## config.mk

```make
export PLATFORM = sky130hd
export DESIGN_NAME = priv_state_unit
export DESIGN_NICKNAME = d
export VERILOG_FILES = /design/src/rtl/psw_pkg.sv /design/src/rtl/psw_irq_gate.sv /design/src/rtl/psw_exc_pick.sv /design/src/rtl/psw_fc_gen.sv /design/src/rtl/priv_state_unit.sv
export SDC_FILE = /design/constraint.sdc
export NUM_CORES = 1
export LEC_CHECK = 0
export ABC_AREA = 1
export BUFFER_PORTS_ARGS = -buffer_cell sky130_fd_sc_hd__buf_2
export CELL_PAD_IN_SITES_DETAIL_PLACEMENT = 0
export CELL_PAD_IN_SITES_GLOBAL_PLACEMENT = 1
export CORE_ASPECT_RATIO = 1.2
export CORE_MARGIN = 5
export CORE_UTILIZATION = 31
export DETAILED_ROUTE_END_ITERATION = 10
export PLACE_DENSITY = 0.91
export SYNTH_ARGS = -nofsm -noshare
export SYNTH_HDL_FRONTEND = slang
export SYNTH_SLANG_ARGS = --single-unit
```

## constraint.sdc

```tcl
create_clock -name clk -period 1.8 [get_ports clk]
set_input_delay 0.18 -clock clk [delete_from_list [all_inputs] [get_ports clk]]
set_output_delay 0.18 -clock clk [all_outputs]
set_load 0.02 [all_outputs]
```

## src/rtl/psw_pkg.sv

```systemverilog
package psw_pkg;
  localparam int WORD_W = 16;
  localparam int T_POS  = 15;
  localparam int S_POS  = 13;
  localparam int M_HI   = 10;
  localparam int M_LO   = 8;
  localparam int LVL_W  = M_HI - M_LO + 1;

  typedef logic [2:0] fc_t;
  localparam fc_t FC_IACK  = 3'b111;
  localparam fc_t FC_RESET = 3'b110;

  // bus function code: mode bit, program bit, data bit
  function automatic fc_t fc_code(input logic sup, input logic prog);
    return {sup, prog, ~prog};
  endfunction

  function automatic logic [WORD_W-1:0] pack_word(input logic t, input logic s,
                                                  input logic [LVL_W-1:0] mask,
                                                  input logic [7:0] low);
    return {t, 1'b0, s, 2'b00, mask, low};
  endfunction
endpackage

```

## src/rtl/psw_irq_gate.sv

```systemverilog
module psw_irq_gate #(
  parameter int LVL_W = 3
) (
  input  logic             clk,
  input  logic             rst,
  input  logic [LVL_W-1:0] req_lvl,
  input  logic [LVL_W-1:0] mask,
  input  logic             take,
  output logic             want,
  output logic [LVL_W-1:0] lvl
);
  localparam logic [LVL_W-1:0] TOP = '1;

  logic top_prev_q;
  logic nmi_pend_q;
  logic top_now;
  logic top_edge;
  logic nmi;

  assign top_now  = (req_lvl == TOP);
  assign top_edge = top_now && !top_prev_q;
  assign nmi      = nmi_pend_q || top_edge;
  assign want     = (req_lvl > mask) || nmi;
  assign lvl      = nmi ? TOP : req_lvl;

  always_ff @(posedge clk) begin
    if (rst) begin
      top_prev_q <= 1'b0;
      nmi_pend_q <= 1'b0;
    end else begin
      top_prev_q <= top_now;
      nmi_pend_q <= nmi && !take;
    end
  end

  // a top-level edge that was not serviced is still requested next cycle
  a_r6_nmi_kept: assert property (@(posedge clk) disable iff (rst)
    (nmi && !take) |=> want);
endmodule

```

## src/rtl/psw_exc_pick.sv

```systemverilog
module psw_exc_pick #(
  parameter int LVL_W     = 3,
  parameter int TN_W      = 4,
  parameter int VEC_W     = 8,
  parameter int PRIV_VEC  = 8,
  parameter int TRACE_VEC = 9,
  parameter int TRAP_BASE = 32,
  parameter int IRQ_BASE  = 24
) (
  input  logic             priv_err,
  input  logic             trap_hit,
  input  logic             trace_hit,
  input  logic             irq_want,
  input  logic [LVL_W-1:0] irq_lvl,
  input  logic [TN_W-1:0]  trap_num,
  output logic             take_any,
  output logic             take_irq,
  output logic [VEC_W-1:0] vec
);
  always_comb begin
    take_any = 1'b1;
    take_irq = 1'b0;
    vec      = '0;
    if (priv_err) begin
      vec = VEC_W'(PRIV_VEC);
    end else if (trap_hit) begin
      vec = VEC_W'(TRAP_BASE) + VEC_W'(trap_num);
    end else if (trace_hit) begin
      vec = VEC_W'(TRACE_VEC);
    end else if (irq_want) begin
      take_irq = 1'b1;
      vec      = VEC_W'(IRQ_BASE) + VEC_W'(irq_lvl);
    end else begin
      take_any = 1'b0;
    end
  end
endmodule

```

## src/rtl/psw_fc_gen.sv

```systemverilog
module psw_fc_gen
  import psw_pkg::*;
(
  input  logic clk,
  input  logic rst,
  input  logic sup,
  input  logic fetch,
  input  logic data,
  input  logic iack,
  output fc_t  fc
);
  always_ff @(posedge clk) begin
    if (rst)        fc <= FC_RESET;
    else if (iack)  fc <= FC_IACK;
    else if (data)  fc <= fc_code(sup, 1'b0);
    else if (fetch) fc <= fc_code(sup, 1'b1);
  end

  a_r10_no_reserved: assert property (@(posedge clk) disable iff (rst)
    (fc != 3'b000) && (fc != 3'b011) && (fc != 3'b100));
  a_r10_iack_code: assert property (@(posedge clk) disable iff (rst)
    iack |=> (fc == FC_IACK));
endmodule

```

## src/rtl/priv_state_unit.sv

```systemverilog
module priv_state_unit
  import psw_pkg::*;
#(
  parameter int TN_W      = 4,
  parameter int VEC_W     = 8,
  parameter int PRIV_VEC  = 8,
  parameter int TRACE_VEC = 9,
  parameter int TRAP_BASE = 32,
  parameter int IRQ_BASE  = 24
) (
  input  logic              clk,
  input  logic              rst,
  input  logic              retire,
  input  logic              ret_trap,
  input  logic              ret_rte,
  input  logic              ret_wr,
  input  logic [15:0]       wr_word,
  input  logic [TN_W-1:0]   trap_num,
  input  logic [15:0]       pop_word,
  input  logic [2:0]        irq_level,
  input  logic              fetch_strobe,
  input  logic              data_strobe,
  output logic              sup_mode,
  output logic [15:0]       status_word,
  output logic [2:0]        bus_fc,
  output logic              exc_take,
  output logic [VEC_W-1:0]  exc_vector,
  output logic [15:0]       push_word
);
  logic             t_q, s_q;
  logic [LVL_W-1:0] mask_q;
  logic [7:0]       low_q;
  logic [15:0]      cur_w, post_w, next_w;
  logic             priv_err, trap_hit, trace_hit;
  logic             irq_want, take_any, take_irq;
  logic [LVL_W-1:0] irq_lvl;
  logic [VEC_W-1:0] vec;
  logic             exc_q;
  logic [VEC_W-1:0] vec_q;
  logic [15:0]      push_q;

  assign cur_w = pack_word(t_q, s_q, mask_q, low_q);

  // privilege checks on the retiring instruction
  assign priv_err  = retire && !s_q &&
                     (ret_rte || (ret_wr && (wr_word[15:8] != cur_w[15:8])));
  assign trap_hit  = retire && ret_trap && !priv_err;
  assign trace_hit = retire && t_q && !ret_trap && !ret_rte && !priv_err;

  // status after the instruction's own effect
  always_comb begin
    post_w = cur_w;
    if (retire && ret_rte && s_q)
      post_w = pack_word(pop_word[T_POS], pop_word[S_POS], pop_word[M_HI:M_LO], pop_word[7:0]);
    else if (retire && ret_wr)
      post_w = s_q ? pack_word(wr_word[T_POS], s_q, wr_word[M_HI:M_LO], wr_word[7:0])
                   : {cur_w[15:8], wr_word[7:0]};
  end

  psw_irq_gate #(.LVL_W(LVL_W)) u_gate (
    .clk(clk), .rst(rst), .req_lvl(irq_level), .mask(mask_q),
    .take(take_irq), .want(irq_want), .lvl(irq_lvl)
  );

  psw_exc_pick #(
    .LVL_W(LVL_W), .TN_W(TN_W), .VEC_W(VEC_W), .PRIV_VEC(PRIV_VEC),
    .TRACE_VEC(TRACE_VEC), .TRAP_BASE(TRAP_BASE), .IRQ_BASE(IRQ_BASE)
  ) u_pick (
    .priv_err(priv_err), .trap_hit(trap_hit), .trace_hit(trace_hit),
    .irq_want(irq_want), .irq_lvl(irq_lvl), .trap_num(trap_num),
    .take_any(take_any), .take_irq(take_irq), .vec(vec)
  );

  psw_fc_gen u_fc (
    .clk(clk), .rst(rst), .sup(s_q), .fetch(fetch_strobe),
    .data(data_strobe), .iack(take_irq), .fc(bus_fc)
  );

  assign next_w = take_any
    ? pack_word(1'b0, 1'b1, take_irq ? irq_lvl : post_w[M_HI:M_LO], post_w[7:0])
    : post_w;

  always_ff @(posedge clk) begin
    if (rst) begin
      t_q    <= 1'b0;
      s_q    <= 1'b1;
      mask_q <= '1;
      low_q  <= '0;
      exc_q  <= 1'b0;
      vec_q  <= '0;
      push_q <= '0;
    end else begin
      t_q    <= next_w[T_POS];
      s_q    <= next_w[S_POS];
      mask_q <= next_w[M_HI:M_LO];
      low_q  <= next_w[7:0];
      exc_q  <= take_any;
      if (take_any) begin
        vec_q  <= vec;
        push_q <= post_w;
      end
    end
  end

  assign sup_mode    = s_q;
  assign status_word = cur_w;
  assign exc_take    = exc_q;
  assign exc_vector  = vec_q;
  assign push_word   = push_q;

  // supervisor is only entered together with an exception entry
  a_r3_sup_rise: assert property (@(posedge clk) disable iff (rst)
    $rose(sup_mode) |-> exc_take);
  // supervisor is only left through a return instruction
  a_r4_sup_fall: assert property (@(posedge clk) disable iff (rst)
    $fell(sup_mode) |-> $past(retire && ret_rte));
  // exception entry leaves supervisor set and trace clear
  a_r8_entry_state: assert property (@(posedge clk) disable iff (rst)
    exc_take |-> (sup_mode && !status_word[T_POS]));
  // an interrupt entry loads the mask with its level
  a_r5_mask_loaded: assert property (@(posedge clk) disable iff (rst)
    (exc_take && (exc_vector >= VEC_W'(IRQ_BASE)) && (exc_vector < VEC_W'(IRQ_BASE + 8)))
      |-> (status_word[M_HI:M_LO] == LVL_W'(exc_vector - VEC_W'(IRQ_BASE))));
endmodule

```

==> summary.md, run 1 <==
| Metric | Value |
|---|---|
| Status | `finished clean` |
| Core area | `just under 0.006 sq mm` |
| Placed cell count | `about 430` |
| Syn avg cell area | `between 6 and 7 sq um` |
| Final hold viol count | `0` |
| H-tree levels | `2` |
| Area grow syn2layout | `36.17%` |
| Commonest cells in the netlist | `nand2_1 (87), dfxtp_1 (38), nor2_1 (26)` |
| Power Density | `roughly 990 mW/mm^2` |
| Synth top area cells | `dfxtp_1 (41%), nand2_1 (17%), nand3_1 (5.6%)` |
| Inserted Diodes | `0` |
| Top FF cell, synth | `dfxtp_1` |
| Post-route cell area | `about 0.0025 sq mm` |
| CTS Buf Count | `5` |
| Vias in the first global route | `1891` |
| Hold Buf Count CTS | `0` |
| Slowest CP cell | `dfxtp_1` |
| Synthesized cell area | `~0.0019 sq mm` |
| # DRC | `0` |
| Worst Skew | `between 0.006 and 0.007 ns` |
| Max FO, Critical Path | `4` |
| CP startpoint kind | `register` |
| Max stage delay on crit path | `0.34 ns` |
| Arrival time worst endpoint | `between 1.5 and 2 ns` |
| Cell area after placement | `roughly 0.0024 sq mm` |
| # nets final | `between 400 and 500` |
| Die ar. | `around 0.0077 sq mm` |
| Pre-CTS worst setup slack | `0.01277 ns` |
| Initial Utilization | `0.3148` |
| Share of layout cells above drive strength 1 | `0.3573` |
| Post-synth EDFFs | `0` |
| RSZ-0062 raised after global routing | `false` |
| RD Place Congestion | `0.7986` |
| First-pass GRT wire length | `approximately 8.5 mm` |
| DR WL/cell | `between 10 and 15 um` |
| Flops & latches, synth | `38` |
| Reg clk slew, reported paths | `around 0.080 ns` |
| Floorplan row count | `31` |
| Synth Instances | `between 200 and 300` |
| Post-synth top area share | `0.4072` |
| Crit-path cells | `inv_1 > ha_1 > nand2_1 > o21ai_0 > nand2_1 > nand3_2 > inv_2 > nand2_4 > nor2_4 > buf_4 > nand2_1 > o21ai_2` |
| Height of the die | `~95 um` |
| Slew Limit Fails | `0` |
| Static Leak | `1.393 nW` |
| Hold crit path type | `primary input to register` |
| CTS tree | `done` |
| Count leader, synth | `nand2_1` |
| Period Utilization, post-route | `0.9265` |
| Setup TNS | `0 ns` |
| Critical path class | `register to register` |
| Synth warn | `0` |
| Overall routing resource usage | `0.1454` |
| Power Total | `between 2 and 3 mW` |
| Minimum clock period | `around 1.7 ns` |
| # IOs | `92` |
| Final setup violation count | `0` |
| Ys async rst share | `0` |
| Post-DP HPWL | `approximately 4.3 mm` |
| Die width | `between 80 and 90 um` |
| DRT iter0 DRCs | `83` |
| Worst EP required | `1.99 ns` |
| Drt first pass iters | `4` |
| CP most frequent cell | `nand2_1` |
| Setup ws final | `0.1322 ns` |
| Total Wirelength | `5.249 mm` |
| Largest net degree at the start of global routing | `13` |
| Clock buffer depth | `2` |
| Vias per cell | `around 4.3` |
| Worst IR drop on VDD | `0.5156 mV` |
| Crit end category | `register` |
| Fill count | `just over 600` |
| Non-filler instance count after layout | `443` |
| DR vias | `between 1500 and 2000` |
| Initial antenna violation count | `0` |
| Root Driver | `clkbuf_8` |
| Routed Antenna Nets | `0` |
| Netlist cell types | `24` |
| GRT overflow | `0` |
| Clock Sinks | `38` |
| Max_cap viols | `0` |
| Reg area | `760.7 sq um` |
| Port Buffer Count | `80` |
| Area leader, netlist | `dfxtp_1` |
| Latest clock arrival within the worst-skew pair | `around 0.3 ns` |
| Fmax | `599.6 MHz` |
| Seq/Total Area, Yosys | `0.4072` |
| Multi-input logic area | `~940 sq um` |
-- metal layers --
layer  vias to the layer above  global-route usage  wire length (um)
met3                        10             0.05198               452
li1                       1011                   -                 -
met1                       836              0.1678              2195
met4                         0             0.05211                94
met5                         -                   0                 0
met2                        65              0.2459              2506
-- area by class of cell --
type                    instances  area share
clock buffers                   6     0.03246
clock inverters                 2    0.004919
inverters                      27     0.03984
multi-input cells             193      0.3689
flip-flops and latches         38      0.2991
well taps                      82     0.04033
repair buffers                 95      0.2145
-- worst paths after layout --
path	cells after the start	endpoint	slack, ns	startpoint
setup / recovery	12	push_word[2]	0.13	mask_q[1]
hold / removal	2	u_fc.fc[1]	0.10	data_strobe
hold reg to reg	2	exc_vector[3]	0.45	exc_vector[3]
setup reg to reg	12	push_word[2]	0.13	mask_q[1]
-- through the flow --
step,hold WS [ns],utilization
finish,0.1031,0.4286
detailed placement,0.4297,0.4057
floorplan,0.2583,-
CTS,0.09455,0.4217
global placement,0.4023,0.4057
global route,0.1013,0.4286
-- sequential cells by signal, indices dropped and copies added (netlist names) --
signal / flops
push_word: 13
low_q: 8
exc_vector: 6
mask_q: 3
u_fc.fc: 3
exc_take: 1
sup_mode: 1
t_q: 1
u_gate.nmi_pend_q: 1
u_gate.top_prev_q: 1
-- cell families after synthesis --
family,after synthesis,share of synthesized area
buffers and inverters,43,0.1186
AO/OA/AOI/OAI,37,0.1232
other,1,0.002007
adder cells (fa/ha/maj),3,0.02010
flip-flops,38,0.4072
AND/OR/NAND/NOR,145,0.3289
-- placed cells by master (no fill, tap or decap), types with 3 or more instances in the layout --
cell type and count:
nand2_1 87, buf_2 80, dfxtp_1 38, nor2_1 26, inv_1 23, nand3_1 20
o21ai_0 15, buf_4 11, o21ai_2 10, conb_1 8, a21oi_1 6, clkbuf_8 6
inv_2 4, nand2_4 3
-- report_power, final --
group          switching [mW]  leakage, nW  internal, mW
Combinational           0.539         1.03         0.342
Sequential             0.0649        0.314         0.960
Clock                   0.316       0.0472         0.308
Total                   0.919         1.39          1.61
-- worst max-delay path, delay by kind of cell (launching register included) --
family          cells  cell delay, ns
simple gates        6            0.48
fa+ha+maj           1            0.29
flops               1            0.34
compound gates      2            0.21
buf+inv             3            0.25
-- timing repair --
item | in CTS | in global routing
gates resized for setup | 0 | 8
setup endpoints to repair | 0 | 25
buffers inserted | 0 | 0
Note: power is estimated with default switching activity, not from simulation.
==> inputs of run 2 (changes only) <==
--- a/config.mk
+++ b/config.mk
@@ -5,13 +5,12 @@
 export SDC_FILE = /design/constraint.sdc
 export NUM_CORES = 1
 export LEC_CHECK = 0
-export ABC_AREA = 1
 export BUFFER_PORTS_ARGS = -buffer_cell sky130_fd_sc_hd__buf_2
 export CELL_PAD_IN_SITES_DETAIL_PLACEMENT = 0
 export CELL_PAD_IN_SITES_GLOBAL_PLACEMENT = 1
 export CORE_ASPECT_RATIO = 1.2
 export CORE_MARGIN = 5
-export CORE_UTILIZATION = 31
+export CORE_UTILIZATION = 33
 export DETAILED_ROUTE_END_ITERATION = 10
 export PLACE_DENSITY = 0.91
 export SYNTH_ARGS = -nofsm -noshare
==> run 2 against run 1 <==
Effect of this change: non-clock buffer count increased by 5; core utilization increased by 4.1 points; critical endpoint is now push_word[0]; sequential power about the same; setup slack got worse by 0.069 ns; count of clock-buffer cells in the layout unchanged; combinational power decreased by 2%; largest power group unchanged; critical path depth decreased by 4.
==> summary.md, run 2 <==
| Metric | Value |
|---|---|
| Status | `finished clean` |
| Latest clock arrival within the worst-skew pair | `roughly 0.29 ns` |
| Setup ws final | `0.06313 ns` |
| Max stage delay on crit path | `roughly 0.33 ns` |
| Die ar. | `approximately 0.0075 sq mm` |
| Hold Buf Count CTS | `0` |
| Power Total | `~2.5 mW` |
| Die width | `between 70 and 80 um` |
| WHS | `between 0.1 and 0.15 ns` |
| Clock buffer depth | `2` |
| Final setup violation count | `0` |
| Drt first pass iters | `4` |
| Initial Utilization | `0.3408` |
| Post-DP HPWL | `4.158 mm` |
| Synth Instances | `roughly 220` |
| Arrival time worst endpoint | `around 1.9 ns` |
| Largest net degree at the start of global routing | `23` |
| Count leader, synth | `dfxtp_1` |
| Area leader, netlist | `dfxtp_1` |
| CP top delay family | `compound AO/OA/AOI/OAI gates` |
| Total Wirelength | `roughly 5.7 mm` |
| Area grow syn2layout | `37.69%` |
| DRT iter0 DRCs | `94` |
| Most common cell after layout, fill and taps aside | `buf_2` |
| Static Leak | `about 1.3 nW` |
| Crit end category | `register` |
| Seq/Total Area, Yosys | `0.3938` |
| Synthesized cell area | `0.001932 sq mm` |
| Netlist cell types | `40` |
| WP buf/inv | `3` |
| Pre-CTS worst setup slack | `approximately 0.085 ns` |
| Ys async rst share | `0` |
| Port Buffer Count | `80` |
| Crit-path cells | `inv_2 > ha_4 > a211oi_4 > o211ai_1 > buf_4 > buf_6 > o21ai_1 > o41ai_2` |
| Floorplan row count | `30` |
| Placed cell count | `approximately 380` |
| Share of layout cells above drive strength 1 | `0.4363` |
| Fmax | `roughly 580 MHz` |
| Slew Limit Fails | `0` |
| Period Utilization, post-route | `0.9649` |
| # nets final | `~360` |
| Vias per cell | `between 4 and 5` |
| Initial antenna violation count | `0` |
| # IOs | `92` |
| Critical path class | `register to register` |
| GRT overflow | `0` |
| Synth top area cells | `dfxtp_1 (39%), o41ai_2 (6.7%), nor2_1 (4.9%)` |
| Worst Skew | `approximately 0.0056 ns` |
| Final hold viol count | `0` |
| Height of the die | `93.82 um` |
| Overall routing resource usage | `0.1431` |
| Top FF cell, synth | `dfxtp_1` |
| Worst EP required | `around 2.0 ns` |
| Clock Sinks | `38` |
| DR WL/cell | `14.44 um` |
| Max reg flops | `13` |
| Routed Antenna Nets | `0` |
| Post-synth top area share | `0.3938` |
| DR vias | `about 1900` |
| Vias in the first global route | `around 1800` |
| CTS Buf Count | `5` |
| Minimum clock period | `1.737 ns` |
| Syn avg cell area | `8.624 sq um` |
| Commonest non-fill, non-tap cells in the layout | `buf_2 (80), dfxtp_1 (35), nor2_1 (25), nand3_1 (16), buf_4 (16)` |
| Post-synth EDFFs | `0` |
| Worst IR drop on VDD | `0.4204 mV` |
| Non-filler instance count after layout | `~390` |
| Slowest CP cell | `dfxtp_2` |
| RD Place Congestion | `around 0.85` |
| Max FO, Critical Path | `11` |
| Max_cap viols | `0` |
| Reg clk slew, reported paths | `0.07 ns` |
| CTS tree | `done` |
| CP startpoint kind | `register` |
| Synth warn | `0` |
| Flops & latches, synth | `38` |
| H-tree levels | `2` |
| Inserted Diodes | `0` |
| Core area | `approximately 0.0057 sq mm` |
| Commonest cells in the netlist | `dfxtp_1 (38), nor2_1 (25), nand3_1 (17)` |
| First-pass GRT wire length | `8.500 mm` |
| Root Driver | `clkbuf_8` |
| Power Density | `a little over 900 mW/mm^2` |
| Hold crit path type | `primary input to register` |
| # DRC | `0` |
-- run 2: area by class of cell --
cell class | count | area, sq um
sequential | 38 | 764.5
clock inverter | 2 | 12.51
fill | 562 | 3008
inverter | 15 | 56.30
tap | 80 | 100.1
clock buffer | 6 | 82.58
multi-input combinational | 153 | 1056
timing repair buffer | 100 | 588.1
-- run 2: timing repair --
item | CTS | global route
gates resized for setup | 0 | 11
endpoints found under the setup margin | 0 | 11
buffers inserted | 0 | 5
-- run 2: worst register-to-register path: stages, from the launching register on --
cell and delay, ns:
dfxtp_2 0.33, inv_2 0.04, ha_4 0.22, a211oi_4 0.25, o211ai_1 0.19, buf_4 0.20, buf_6 0.15, o21ai_1 0.15
o41ai_2 0.09
-- run 2: where the power goes --
part / internal (mW) / total [mW] / switching [mW] / leakage, nW
registers: 0.941 / 0.991 / 0.0504 / 0.313
clock network: 0.308 / 0.619 / 0.311 / 0.0472
logic: 0.370 / 0.866 / 0.496 / 0.897
total: 1.62 / 2.48 / 0.857 / 1.26
-- run 2: cells by family (layout without fill, tap and decap cells) --
family	after synthesis	in the layout	synth area share
buffers and inverters	40	123	0.1043
AND/OR/NAND/NOR	69	69	0.1723
multiplexers	8	8	0.04145
XOR/XNOR	4	4	0.01813
other	1	8	0.001941
flip-flops	38	38	0.3938
adder cells (fa/ha/maj)	3	3	0.01943
AO/OA/AOI/OAI	61	61	0.2487
-- run 2: worst paths after layout --
check	start	end	slack, ns	cells after the start
min reg2reg	push_word[9]	push_word[9]	0.47	2
min	data_strobe	u_fc.fc[1]	0.13	2
max reg2reg	mask_q[1]	push_word[0]	0.06	8
max	mask_q[1]	push_word[0]	0.06	8
-- run 2: through the flow --
stage / cell area [sq um] / util / TNS, ns
floorplan: 1968 / - / 0
global placement: 2449 / 0.4320 / 0
detailed placement: 2449 / 0.4320 / 0
CTS: 2544 / 0.4488 / 0
global route: 2660 / 0.4693 / -0.1747
finish: 2660 / 0.4693 / 0
-- run 2: metal layers --
metal / global-route usage / vias up / routed length, um
li1: - / 967 / -
met1: 0.1710 / 911 / 2317
met2: 0.2416 / 57 / 2865
met3: 0.04127 / 7 / 398
met4: 0.05211 / 0 / 108
met5: 0 / - / 0
